--- config.mk ---
export PLATFORM = sky130hd
export DESIGN_NAME = attr_pixel_gen
export DESIGN_NICKNAME = d
export VERILOG_FILES = /design/src/rtl/pxg_pkg.sv /design/src/rtl/pxg_slot_build.sv /design/src/rtl/pxg_pixel_out.sv /design/src/rtl/attr_pixel_gen.sv
export SDC_FILE = /design/constraint.sdc
export NUM_CORES = 1
export LEC_CHECK = 0
export ABC_AREA = 1
export BUFFER_PORTS_ARGS = -buffer_cell sky130_fd_sc_hd__buf_2
export CAP_MARGIN = 20
export CORE_AREA = 4 4 114 116
export DETAILED_ROUTE_END_ITERATION = 8
export DIE_AREA = 0 0 118 120
export GPL_TIMING_DRIVEN = 0
export PLACE_DENSITY = 0.53
export SLEW_MARGIN = 20
export SYNTH_ARGS = -nofsm -noshare
export SYNTH_HDL_FRONTEND = slang
export SYNTH_SLANG_ARGS = --single-unit
--- constraint.sdc ---
create_clock -name clk -period 1.7 [get_ports clk]
set_input_delay 0.34 -clock clk [delete_from_list [all_inputs] [get_ports clk]]
set_output_delay 0.34 -clock clk [all_outputs]
set_load 0.02 [all_outputs]
--- src/rtl/pxg_pkg.sv ---
package pxg_pkg;
  localparam int BYTE_W  = 8;
  localparam int NIB_W   = BYTE_W / 2;
  localparam int ROW_W   = 4;
  localparam int CNT_W   = 4;
  localparam int CELL_PX = 8;
  localparam int SLOT_PX = 4;

  typedef struct packed {
    logic [BYTE_W-1:0] bits;
    logic [CNT_W-1:0]  npix;
    logic [BYTE_W-1:0] col_a;
    logic [BYTE_W-1:0] col_b;
  } slot_t;

  function automatic logic [BYTE_W-1:0] nib_expand(input logic [NIB_W-1:0] c);
    return {c, c};
  endfunction

  // computed glyph store: row pattern from code point and scan row
  function automatic logic [BYTE_W-1:0] font_row(input logic [BYTE_W-1:0] code,
                                                  input logic [ROW_W-1:0] row,
                                                  input logic tall);
    logic [ROW_W-1:0] r;
    r = tall ? row : {1'b0, row[ROW_W-2:0]};
    return code ^ (BYTE_W'(r) * 8'h11);
  endfunction
endpackage

--- src/rtl/pxg_slot_build.sv ---
module pxg_slot_build
  import pxg_pkg::*;
(
  input  logic              clk,
  input  logic              rst_n,
  input  logic              blank,
  input  logic [1:0]        mode,
  input  logic [ROW_W-1:0]  scan_row,
  input  logic              in_valid,
  output logic              in_ready,
  input  logic [BYTE_W-1:0] in_data,
  input  logic              take,
  output logic              pend_full,
  output slot_t             pend_slot
);
  logic              code_held;
  logic [BYTE_W-1:0] code_q;
  logic              accept, complete;
  slot_t             nxt;

  assign in_ready = !pend_full && !blank;
  assign accept   = in_valid && in_ready;
  assign complete = accept && (mode[0] || code_held);

  always_comb begin
    if (mode[0]) begin
      nxt.npix = CNT_W'(SLOT_PX);
      if (mode[1]) begin
        nxt.bits  = 8'hC0;
        nxt.col_a = nib_expand(in_data[BYTE_W-1:NIB_W]);
        nxt.col_b = nib_expand(in_data[NIB_W-1:0]);
      end else begin
        nxt.bits  = 8'hF0;
        nxt.col_a = in_data;
        nxt.col_b = in_data;
      end
    end else begin
      nxt.npix  = CNT_W'(CELL_PX);
      nxt.bits  = font_row(code_q, scan_row, mode[1]);
      nxt.col_a = nib_expand(in_data[NIB_W-1:0]);
      nxt.col_b = nib_expand(in_data[BYTE_W-1:NIB_W]);
    end
  end

  always_ff @(posedge clk) begin
    if (!rst_n || blank) begin
      pend_full <= 1'b0;
      code_held <= 1'b0;
      code_q    <= '0;
      pend_slot <= '0;
    end else begin
      if (complete) begin
        pend_full <= 1'b1;
        pend_slot <= nxt;
      end else if (take) begin
        pend_full <= 1'b0;
      end
      if (accept) begin
        if (mode[0]) begin
          code_held <= 1'b0;
        end else begin
          code_held <= !code_held;
          if (!code_held) code_q <= in_data;
        end
      end
    end
  end

  // a waiting slot is neither lost nor overwritten
  a_r7_pending_held: assert property (@(posedge clk) disable iff (!rst_n)
    (pend_full && !take && !blank) |=> (pend_full && $stable(pend_slot)));
endmodule

--- src/rtl/pxg_pixel_out.sv ---
module pxg_pixel_out
  import pxg_pkg::*;
(
  input  logic              clk,
  input  logic              rst_n,
  input  logic              blank,
  input  logic              pix_en,
  input  logic              pend_full,
  input  slot_t             pend_slot,
  output logic              take,
  output logic [BYTE_W-1:0] out_rgb,
  output logic              out_valid
);
  logic [CNT_W-1:0]  cnt;
  logic [BYTE_W-1:0] sh_bits, sh_a, sh_b;
  logic              have, emit, cur_bit;
  logic [BYTE_W-1:0] cur_a, cur_b, pix;

  assign have    = (cnt != '0);
  assign take    = pend_full && !blank &&
                   (!have || (pix_en && cnt == CNT_W'(1)));
  assign emit    = pix_en && !blank && (have || pend_full);
  assign cur_bit = have ? sh_bits[BYTE_W-1] : pend_slot.bits[BYTE_W-1];
  assign cur_a   = have ? sh_a : pend_slot.col_a;
  assign cur_b   = have ? sh_b : pend_slot.col_b;
  // 2:1 foreground/background selection
  assign pix     = cur_bit ? cur_a : cur_b;

  always_ff @(posedge clk) begin
    if (!rst_n || blank) begin
      cnt       <= '0;
      sh_bits   <= '0;
      sh_a      <= '0;
      sh_b      <= '0;
      out_rgb   <= '0;
      out_valid <= 1'b0;
    end else begin
      out_valid <= emit;
      if (pix_en) out_rgb <= emit ? pix : '0;
      if (have && pix_en) begin
        if (take) begin
          sh_bits <= pend_slot.bits;
          cnt     <= pend_slot.npix;
          sh_a    <= pend_slot.col_a;
          sh_b    <= pend_slot.col_b;
        end else begin
          sh_bits <= sh_bits << 1;
          cnt     <= cnt - CNT_W'(1);
        end
      end else if (!have && take) begin
        sh_a <= pend_slot.col_a;
        sh_b <= pend_slot.col_b;
        if (pix_en) begin
          sh_bits <= pend_slot.bits << 1;
          cnt     <= pend_slot.npix - CNT_W'(1);
        end else begin
          sh_bits <= pend_slot.bits;
          cnt     <= pend_slot.npix;
        end
      end
    end
  end

  // output register only moves on an enabled cycle
  a_r6_hold: assert property (@(posedge clk) disable iff (!rst_n)
    (!pix_en && !blank) |=> $stable(out_rgb));
  // a pixel is flagged only after an enable
  a_r6_valid_needs_en: assert property (@(posedge clk) disable iff (!rst_n)
    !pix_en |=> !out_valid);
  // blanking darkens the output on the next edge
  a_r8_blank_dark: assert property (@(posedge clk) disable iff (!rst_n)
    blank |=> (out_rgb == '0 && !out_valid));
  // an enable with nothing queued darkens the output
  a_r9_underrun_dark: assert property (@(posedge clk) disable iff (!rst_n)
    (pix_en && !blank && !have && !pend_full) |=> (out_rgb == '0 && !out_valid));
endmodule

--- src/rtl/attr_pixel_gen.sv ---
module attr_pixel_gen
  import pxg_pkg::*;
(
  input  logic              clk,
  input  logic              rst_n,
  input  logic [1:0]        mode,
  input  logic [ROW_W-1:0]  scan_row,
  input  logic              blank,
  input  logic              pix_en,
  input  logic              in_valid,
  output logic              in_ready,
  input  logic [BYTE_W-1:0] in_data,
  output logic [BYTE_W-1:0] out_rgb,
  output logic              out_valid
);
  logic  pend_full, take;
  slot_t pend_slot;

  pxg_slot_build u_build (
    .clk(clk), .rst_n(rst_n), .blank(blank), .mode(mode), .scan_row(scan_row),
    .in_valid(in_valid), .in_ready(in_ready), .in_data(in_data),
    .take(take), .pend_full(pend_full), .pend_slot(pend_slot)
  );

  pxg_pixel_out u_out (
    .clk(clk), .rst_n(rst_n), .blank(blank), .pix_en(pix_en),
    .pend_full(pend_full), .pend_slot(pend_slot), .take(take),
    .out_rgb(out_rgb), .out_valid(out_valid)
  );

  // no byte is taken during blanking
  a_r8_no_take_blank: assert property (@(posedge clk) disable iff (!rst_n)
    blank |-> !in_ready);
endmodule

==> results.sh, run 1 <==
export IMPL_clk_pin_slew_worst_paths_ns=0.06
export IMPL_route_vias_total=3530
export IMPL_clkSinkCount=73
export IMPL_run_status="finished clean"
export IMPL_critical_path_depth=10
export IMPL_simple_gate_share_of_the_synthesized_area_pct=31.1
export IMPL_clockBufferDepth=2
export IMPL_critical_path_class="reg -> reg"
export IMPL_top_post_synthesis_cells_by_area="dfxtp_1 41%, nand2_1 17%, nand3_1 11%, a21oi_1 7.2%, o21ai_0 4.4%"
export IMPL_grt_remaining_overflow=0
export IMPL_dominant_combinational_cell_family_by_area_after_synthesis="simple AND/OR/NAND/NOR gates"
export IMPL_worst_endpoint_arrival_ns=1.83
export IMPL_final_period_utilization_pct=91.8
export IMPL_drt_antenna_violating_nets=0
export IMPL_clock_tree_from_tritoncts="yes"
export IMPL_nNetsFinal=581
export IMPL_peakVddDrop_uv=576
export IMPL_yosys_cell_count_top_type="nand2_1"
export IMPL_timing_rr_start="u_out.cnt[0]"
export IMPL_path_delay_family="simple AND/OR/NAND/NOR gates"
export IMPL_fp_row_count=40
export IMPL_wl_per_cell_um=14.7
export IMPL_tritoncts_num_buffers=9
export IMPL_slowest_delay_ns=0.35
export IMPL_clk_root_buffer_cell="clkbuf_16"
export IMPL_area_enclosed_by_the_die_boundary_um2=14200
export IMPL_synth_avg_cell_area_um2=6.81
export IMPL_pre_cts_setup_slack_ns=-0.0572
export IMPL_synth_yosys_seq_area_share_pct=41.2
export IMPL_antenna_found_initial=0
export IMPL_synth_lib_cells_used_distinct=24
export IMPL_worstHoldPathType="in -> reg"
export IMPL_crit_path_top_delay_cell="dfxtp_1"
export IMPL_route_detailed_drc=0
export IMPL_grt_max_degree=12
export IMPL_power_leakage_nw=1.65
export IMPL_gpl_final_weighted_congestion=0.823
export IMPL_via_per_inst=4.96
export IMPL_critical_path_top_cell_by_count="nand2_1"
export IMPL_cp_buffers_inverters=3
export IMPL_timing_rr_end="u_out.sh_bits[2]"
export IMPL_synthTopCellsByCount="160 x nand2_1, 76 x nand3_1, 73 x dfxtp_1, 51 x a21oi_1, 31 x o21ai_0"
export IMPL_hpwl_um=7740
export IMPL_first_iter_violations=213
export IMPL_async_s_r_ff_share_synth_pct=0
export IMPL_chipHeight_um=120
export IMPL_fraction_of_layout_instances_using_a_drive_strength_above_1_pct=14.3
export IMPL_worst_r2r_cell_count=10
export IMPL_starting_density_of_the_core_pct=29.8
export IMPL_post_synth_instance_area_um2=3550
export IMPL_ys_warnings_count=0
export IMPL_required_time_of_the_critical_path_ns=1.97
export IMPL_flow_area_growth_from_synthesis_pct=18.3
export IMPL_timing_reg2reg_setup_slack_ns=0.14
export IMPL_synth_flop_cell="dfxtp_1"
export IMPL_skew_ns=0.00475
export IMPL_htree_levels=3
export IMPL_crit_path_end_kind="flop"
export IMPL_mappedNetlistNets=542
export IMPL_timing_critical_path_from="u_out.cnt[0]"
export IMPL_adder_cell_area_share_of_the_yosys_netlist_pct=0.705
export IMPL_global_route_usage_total_pct=15.3
export IMPL_ys_ff_latch=73
export IMPL_max_cap_violations=0
export IMPL_detail_route_wirelength_um=10400
export IMPL_synth_xor_area_share_pct=1.48
export IMPL_final_max_slew_violation_count=0
export IMPL_postSynthCellCount=521
export IMPL_synth_top_cell_by_area="dfxtp_1"
export IMPL_setup_viol=0
export IMPL_skew_pair_late_insertion_delay_ns=0.33
export IMPL_cp_start_kind="flop"
export IMPL_global_route_wire_length_before_repair_um=17300
export IMPL_number_of_global_route_vias_before_repair=3339
export IMPL_critical_path_max_fanout=10
export IMPL_final_core_util_pct=35.3
export IMPL_count_of_buffers_from_port_buffering=28
export IMPL_num_io_pins=29
export IMPL_timing_final_hold_violations=0
export IMPL_final_min_clock_period_ns=1.56
export IMPL_power_per_cell_area_nw_per_um2=957
export IMPL_antenna_cells_inserted=0
export IMPL_setup_ws_ns=0.140
export IMPL_detail_route_first_pass_iterations=5
export IMPL_tot_pwr_mw=4.02
export IMPL_setup_bufs_post_cts=0
export IMPL_floorplan_die_width_um=118
export IMPL_timing_hold_worst_start="in_data[1]"
export IMPL_slew_headroom_pct=59.3
export IMPL_timing_fmax_ghz=0.641
export IMPL_yosys_area_top_type_share_pct=41.2
export IMPL_worstMarginPinSlew_ns=0.610
export IMPL_final_cell_area_um2=4200
export IMPL_post_dp_cell_area_um2=3870
export IMPL_design_core_area_um2=11900
export IMPL_critPathCapture="u_out.sh_bits[2]"
export IMPL_synth_compound_area_share_pct=17.7
export IMPL_muxShareOfSynthArea_pct=0
export IMPL_number_of_flops_mapped_to_enable_cells_by_yosys=0
export IMPL_critical_path_cell_chain="inv_1 -> ha_4 -> inv_2 -> nand2_1 -> nand2_1 -> clkbuf_4 -> nand2_1 -> o21ai_1 -> nand2_1 -> a21oi_1"
cell usage in the layout, fill, tap and decap left out, types with 3 or more instances in the layout:
cell type  count
o21ai_1       16
clkbuf_1      12
inv_1         23
buf_2         39
buf_6          3
clkbuf_4       3
o21ai_0       31
a31oi_1       16
xor2_1         5
inv_2          9
o22ai_1        6
nand2_1      160
clkbuf_16      9
dfxtp_1       73
a21oi_1       51
nor2_1        11
buf_4          3
nand2_2        3
nand3_1       76
timing repair:
action	CTS	global route
setup endpoints to repair	10	30
gates resized for setup	2	8
hold buffers	0	0
cloned	0	0
endpoints found under the hold margin	0	0
worst min-delay path, delay by kind of cell:
family | cells | cell delay [ns]
and+or+nand+nor | 1 | 0.07
buffers and inverters | 1 | 0.14
AOI/OAI and AO/OA | 1 | 0.06
state kept, by name, summed over array words and instances (netlist names), 4 cells and up:
name and flops:
u_build.pend_slot 26, u_build.code_q 8, u_out.cnt 4, u_out.sh_b 8, u_out.out_rgb 8, u_out.sh_a 8
u_out.sh_bits 8
metrics by stage:
stage               TNS (ns)  std cells  hold WS, ns
finish                     0        712        0.324
global route         -0.0335        712        0.332
CTS                        0        712        0.314
detailed placement    -0.423        696        0.454
global placement      -0.269        696        0.449
floorplan                  0        521        0.440
kinds of logic after synthesis:
| family | count (synthesis) |
|---|---|
| flip-flops | 73 |
| buffers and inverters | 62 |
| XOR/XNOR | 6 |
| AND/OR/NAND/NOR | 258 |
| adder cells (fa/ha/maj) | 2 |
| AO/OA/AOI/OAI | 120 |
layout make-up:
type / instances / area, µm²
plain buffers: 30 / 173
well taps: 147 / 184
inverters: 32 / 120
clock inverters: 3 / 40.0
repair buffers: 28 / 140
clock buffers: 13 / 250
multi-input cells: 386 / 1830
flip-flops and latches: 73 / 1460
fillers: 1332 / 7710
layer usage:
layer  wire length [µm]  track usage [%]  vias up
met5                  0                0        -
met4                149             5.79        0
met3                519             2.69       12
met2               4670             24.3       95
met1               5110             20.8     1600
li1                   -                -     1823
worst min path at each step:
stage                     cells after the start                     to
final                                         3  u_build.pend_slot[13]
after global routing                          3  u_build.pend_slot[12]
after CTS                                     3  u_build.pend_slot[13]
after detailed placement                      2          u_out.sh_b[7]
after global placement                        2          u_out.sh_b[2]
after floorplan                               2          u_out.sh_a[0]
power breakdown:
group / internal, mW / total, mW / switching [mW]
sequential: 1.74 / 1.76 / 0.0214
clock: 1.17 / 1.87 / 0.697
combinational: 0.120 / 0.392 / 0.272
(Power assumes the default switching activity.)
==> inputs of run 2 (changes only) <==
--- a/config.mk
+++ b/config.mk
@@ -12,7 +12,6 @@
 export DETAILED_ROUTE_END_ITERATION = 8
 export DIE_AREA = 0 0 118 120
 export GPL_TIMING_DRIVEN = 0
-export PLACE_DENSITY = 0.53
 export SLEW_MARGIN = 20
 export SYNTH_ARGS = -nofsm -noshare
 export SYNTH_HDL_FRONTEND = slang
==> run 2 against run 1 <==
  * Fmax decreased by 0.24%
  * Worst hold slack improved by 0.0012 ns
  * Global-route usage decreased by 0.44 points
  * Cell count unchanged
  * Highest routed layer unchanged
  * Core utilization increased by 0.29 points
  * Via count increased by 3.3%
==> results.sh, run 2 (synthesis results as in run 1) <==
export IMPL_flow_area_growth_from_synthesis_pct=19.3
export IMPL_timing_reg2reg_setup_slack_ns=0.14
export IMPL_htree_levels=3
export IMPL_final_cell_area_um2=4230
export IMPL_number_of_cells_after_detailed_placement=696
export IMPL_grt_max_degree=13
export IMPL_first_iter_violations=192
export IMPL_global_route_wire_length_before_repair_um=17100
export IMPL_route_vias_total=3645
export IMPL_power_per_cell_area_nw_per_um2=993
export IMPL_worstMarginPinSlew_ns=0.568
export IMPL_design_core_area_um2=11900
export IMPL_detail_route_first_pass_iterations=5
export IMPL_slowest_delay_ns=0.31
export IMPL_required_time_of_the_critical_path_ns=1.92
export IMPL_area_enclosed_by_the_die_boundary_um2=14200
export IMPL_switching_power_mw=1.02
export IMPL_cp_start_kind="flop"
export IMPL_final_period_utilization_pct=92.0
export IMPL_grt_setup_unrepaired="false"
export IMPL_count_of_buffers_from_port_buffering=28
export IMPL_flip_flop_count_of_the_largest_register_after_layout=26
export IMPL_fin_cells=712
export IMPL_critical_path_max_fanout=10
export IMPL_layout_cells_most_common="nand2_1"
export IMPL_setup_bufs_post_cts=0
export IMPL_cp_buffers_inverters=2
export IMPL_final_core_util_pct=35.5
export IMPL_timing_fmax_ghz=0.639
export IMPL_tns_ns=0
export IMPL_tot_pwr_mw=4.21
export IMPL_pre_cts_setup_slack_ns=-0.0188
export IMPL_clk_root_buffer_cell="clkbuf_16"
export IMPL_final_min_clock_period_ns=1.56
export IMPL_clk_pin_slew_worst_paths_ns=0.06
export IMPL_power_leakage_nw=1.66
export IMPL_wl_per_cell_um=14.4
export IMPL_nNetsFinal=581
export IMPL_crit_path_end_kind="flop"
export IMPL_antenna_found_initial=0
export IMPL_gpl_final_weighted_congestion=0.865
export IMPL_register_name_with_the_most_flops="u_build.pend_slot"
export IMPL_critical_path_class="reg -> reg"
export IMPL_run_status="finished clean"
export IMPL_global_route_usage_total_pct=14.8
export IMPL_fp_row_count=40
export IMPL_p_int_mw=3.19
export IMPL_clockBufferDepth=2
export IMPL_detail_route_wirelength_um=10300
export IMPL_fraction_of_layout_instances_using_a_drive_strength_above_1_pct=14.9
export IMPL_clock_tree_from_tritoncts="yes"
export IMPL_number_of_global_route_vias_before_repair=3440
export IMPL_drt_antenna_violating_nets=0
export IMPL_worst_endpoint_arrival_ns=1.78
export IMPL_finalHoldWorstSlack_ns=0.325
export IMPL_skew_pair_late_insertion_delay_ns=0.33
export IMPL_critical_path_cell_chain="inv_1 -> ha_4 -> nand2_1 -> nand2_2 -> nand2_2 -> buf_6 -> o21ai_1 -> a21oi_1"
export IMPL_postCtsHoldBufs=0
export IMPL_clkSinkCount=73
export IMPL_setup_ws_ns=0.136
export IMPL_peakVddDrop_uv=511
export IMPL_antenna_cells_inserted=0
export IMPL_max_cap_violations=0
export IMPL_clock_network_power_share_pct=48.9
export IMPL_path_delay_family="simple AND/OR/NAND/NOR gates"
export IMPL_setup_viol=0
export IMPL_power_frac_comb_pct=9.3
export IMPL_route_detailed_drc=0
export IMPL_num_fill_cells=1294
export IMPL_critical_path_top_cell_by_count="nand2_2"
export IMPL_hpwl_um=7500
export IMPL_switching_share_pct=24.2
export IMPL_starting_density_of_the_core_pct=29.8
export IMPL_layout_cells_most_common_list="159 x nand2_1, 76 x nand3_1, 73 x dfxtp_1"
export IMPL_worstHoldPathType="in -> reg"
export IMPL_slew_headroom_pct=62.1
export IMPL_skew_ns=0.00604
export IMPL_tritoncts_num_buffers=9
export IMPL_chipHeight_um=120
export IMPL_timing_final_hold_violations=0
export IMPL_crit_path_top_delay_cell="dfxtp_1"
export IMPL_grt_remaining_overflow=0
export IMPL_post_dp_cell_area_um2=3870
export IMPL_final_max_slew_violation_count=0
export IMPL_seq_power_share_pct=41.8
export IMPL_via_per_inst=5.12
export IMPL_num_io_pins=29
export IMPL_floorplan_die_width_um=118
==> run 2: power by group through the flow <==
| stage | combinational, mW | clock [mW] | sequential (mW) |
|---|---|---|---|
| 2_1_floorplan | 0.249 | 0 | 1.79 |
| 3_3_place_gp | 0.371 | 0 | 1.79 |
| 3_5_place_dp | 0.375 | 0 | 1.80 |
| 4_1_cts | 0.376 | 2.09 | 1.76 |
| 5_1_grt | 0.435 | 2.16 | 1.76 |
| 6_report | 0.390 | 2.06 | 1.76 |
==> run 2: final cells by class <==
cell class	instances	area, µm²	area share, %
buffer	30	173	4.08
clock buffer	12	246	5.82
clock inverter	4	76.3	1.80
inverter	32	120	2.84
multi-input combinational	386	1830	43.3
sequential	73	1460	34.5
tap	147	184	4.34
timing repair buffer	28	140	3.31
==> run 2: path summary, 6_finish.rpt <==
check,from,cells past startpoint,endpoint
setup / recovery,u_out.cnt[1],8,u_out.sh_bits[3]
hold reg to reg,u_out.sh_b[2],2,u_out.sh_b[2]
setup reg to reg,u_out.cnt[1],8,u_out.sh_bits[3]
hold / removal,in_data[3],3,u_build.pend_slot[15]
==> run 2: repair_timing <==
item / in CTS / in global routing
resized for setup: 3 / 9
pin swaps: 0 / 0
setup endpoints to repair: 14 / 37
cloned: 0 / 0
==> run 2: worst min-delay path: stages <==
cell and delay (ns):
buf_2 0.13, nand2_1 0.07, a31oi_1 0.06
==> run 2: routing by layer <==
layer | wire length [µm] | global-route usage [%] | part of all wire (%)
met1 | 5090 | 20.4 | 49
met2 | 4560 | 23.4 | 44
met3 | 439 | 1.93 | 4.3
met4 | 194 | 6.52 | 1.9
met5 | 0 | 0 | 0
==> inputs of run 3 (changes only) <==
==> constraint.sdc (replaced) <==
create_clock -name clk -period 1.4 [get_ports clk]
set_input_delay 0.28 -clock clk [delete_from_list [all_inputs] [get_ports clk]]
set_output_delay 0.28 -clock clk [all_outputs]
set_load 0.02 [all_outputs]
==> run 3 against run 2 <==
  * Fmax rose by 11%
  * The flow now finishes with violations (setup timing)
  * Highest routed layer unchanged
  * Design area grew 11%
  * Setup slack lost 0.15 ns
  * Power is 25% higher
  * Clock power up 21%
  * Non-clock buffer count rose by 19
  * Wire length is 7.4% higher
  * Via count rose by 2.1%
  * Combinational power is 57% higher
  * Die area did not move
==> results.sh, run 3 (synthesis results as in run 1) <==
export IMPL_run_status="finished, violations left"
export IMPL_failed_checks="setup timing"
export IMPL_clk_pin_slew_worst_paths_ns=0.06
export IMPL_antenna_found_initial=0
export IMPL_power_frac_comb_pct=11.7
export IMPL_wl_per_cell_um=15.1
export IMPL_floorplan_die_width_um=118
export IMPL_finalHoldWorstSlack_ns=0.264
export IMPL_post_dp_cell_area_um2=3870
export IMPL_power_per_cell_area_nw_per_um2=1120
export IMPL_global_route_usage_total_pct=14.9
export IMPL_critical_path_cell_chain="inv_2 -> ha_4 -> nand2_8 -> nand2_8 -> nand2_2 -> buf_8 -> o21ai_1 -> a21oi_2"
export IMPL_nNetsFinal=600
export IMPL_final_cell_area_um2=4690
export IMPL_tritoncts_num_buffers=9
export IMPL_switching_share_pct=25.9
export IMPL_clock_tree_from_tritoncts="yes"
export IMPL_register_name_with_the_most_flops="u_build.pend_slot"
export IMPL_timing_fmax_ghz=0.708
export IMPL_antenna_cells_inserted=0
export IMPL_timing_final_hold_violations=0
export IMPL_crit_path_end_kind="flop"
export IMPL_global_route_wire_length_before_repair_um=17300
export IMPL_via_per_inst=5.09
export IMPL_postCtsHoldBufs=0
export IMPL_clkSinkCount=73
export IMPL_max_cap_violations=0
export IMPL_fp_row_count=40
export IMPL_peakVddDrop_uv=573
export IMPL_route_detailed_drc=0
export IMPL_grt_remaining_overflow=0
export IMPL_clockBufferDepth=2
export IMPL_layout_cells_most_common_list="142 x nand2_1, 73 x nand3_1, 69 x dfxtp_1"
export IMPL_fraction_of_layout_instances_using_a_drive_strength_above_1_pct=25.0
export IMPL_flow_area_growth_from_synthesis_pct=32.2
export IMPL_first_iter_violations=244
export IMPL_tns_ns=-0.0250
export IMPL_clk_root_buffer_cell="clkbuf_16"
export IMPL_final_min_clock_period_ns=1.41
export IMPL_skew_pair_late_insertion_delay_ns=0.34
export IMPL_seq_power_share_pct=40.7
export IMPL_worstMarginPinSlew_ns=0.478
export IMPL_worstHoldPathType="in -> reg"
export IMPL_slowest_delay_ns=0.33
export IMPL_slew_headroom_pct=68.1
export IMPL_cp_start_kind="flop"
export IMPL_detail_route_first_pass_iterations=5
export IMPL_grt_setup_unrepaired="true"
export IMPL_final_max_slew_violation_count=0
export IMPL_number_of_cells_after_detailed_placement=696
export IMPL_starting_density_of_the_core_pct=29.8
export IMPL_setup_viol=3
export IMPL_crit_path_top_delay_cell="dfxtp_2"
export IMPL_clock_network_power_share_pct=47.6
export IMPL_flip_flop_count_of_the_largest_register_after_layout=26
export IMPL_pre_cts_setup_slack_ns=-0.235
export IMPL_number_of_global_route_vias_before_repair=3421
export IMPL_route_vias_total=3721
export IMPL_required_time_of_the_critical_path_ns=1.62
export IMPL_detail_route_wirelength_um=11000
export IMPL_critical_path_top_cell_by_count="nand2_8"
export IMPL_switching_power_mw=1.36
export IMPL_worst_endpoint_arrival_ns=1.64
export IMPL_htree_levels=3
export IMPL_area_enclosed_by_the_die_boundary_um2=14200
export IMPL_num_io_pins=29
export IMPL_hpwl_um=7500
export IMPL_power_leakage_nw=1.85
export IMPL_skew_ns=0.00745
export IMPL_design_core_area_um2=11900
export IMPL_critical_path_class="reg -> reg"
export IMPL_fin_cells=731
export IMPL_layout_cells_most_common="nand2_1"
export IMPL_critical_path_max_fanout=10
export IMPL_count_of_buffers_from_port_buffering=28
export IMPL_drt_antenna_violating_nets=0
export IMPL_setup_ws_ns=-0.0134
export IMPL_chipHeight_um=120
export IMPL_grt_max_degree=14
export IMPL_final_period_utilization_pct=101
export IMPL_p_int_mw=3.89
export IMPL_gpl_final_weighted_congestion=0.861
==> run 3: cell count changes in the layout (fill, tap and decap cells not counted), moves of 4 or more <==
cell | before | now
buf_4 | 4 | 22
nand2_2 | 4 | 12
nand2_1 | 159 | 142
buf_6 | 3 | 9
o21ai_2 | 0 | 5
a21oi_2 | 0 | 6
clkbuf_1 | 11 | 7
nand2_4 | 2 | 6
nand2_8 | 0 | 5
buf_2 | 39 | 33
dfxtp_1 | 73 | 69
a21oi_1 | 51 | 45
==> run 3: stage by stage <==
stage,power (mW),utilization (%)
5_1_grt,5.43,39.4
4_1_cts,5.14,36.2
3_3_place_gp,2.63,32.5
3_5_place_dp,2.64,32.5
6_report,5.25,39.4
2_1_floorplan,2.47,-
==> run 3: area by class of cell <==
| cell class | instances | area [µm²] |
|---|---|---|
| buffer | 30 | 234 |
| clock buffer | 10 | 229 |
| clock inverter | 6 | 91.3 |
| fill | 1220 | 7220 |
| inverter | 32 | 130 |
| multi-input combinational | 386 | 2050 |
| sequential | 73 | 1470 |
| tap | 147 | 184 |
| timing repair buffer | 47 | 300 |
==> run 3: repair_timing <==
action,CTS,global route
pin swaps,3,14
gates cloned,1,1
gates resized for setup,27,82
setup endpoints to repair,47,62
buffers inserted,4,13
==> run 3: final timing paths <==
kind                          from               endpoint  slack (ns)  depth (start not counted)
setup / recovery      u_out.cnt[0]       u_out.sh_bits[7]       -0.01                          8
hold reg to reg   u_out.out_rgb[5]       u_out.out_rgb[5]        0.46                          2
hold / removal         scan_row[0]  u_build.pend_slot[20]        0.26                          3
setup reg to reg      u_out.cnt[0]       u_out.sh_bits[7]       -0.01                          8
==> run 3: per-layer routing <==
metal,vias to the layer above,global-route usage (%),part of all wire (%)
met5,-,0,0
met4,0,4.91,1.2
met3,15,2.54,5.1
met2,111,22.9,47
met1,1732,21.2,47
li1,1863,-,-
==> run 3: power by group through the flow <==
stage	clock [mW]	combinational, mW	sequential, mW
floorplan	0	0.302	2.17
global placement	0	0.451	2.18
detailed placement	0	0.456	2.18
CTS	2.52	0.488	2.13
global route	2.62	0.666	2.14
finish	2.50	0.614	2.14
==> run 3: worst max-delay path, delay by kind of cell (launching register included) <==
kind                     cells  cell delay [ns]
flip-flops                   1             0.33
buffers and inverters        2             0.24
adder cells (fa/ha/maj)      1             0.23
AO/OA/AOI/OAI                2             0.21
AND/OR/NAND/NOR              3             0.29
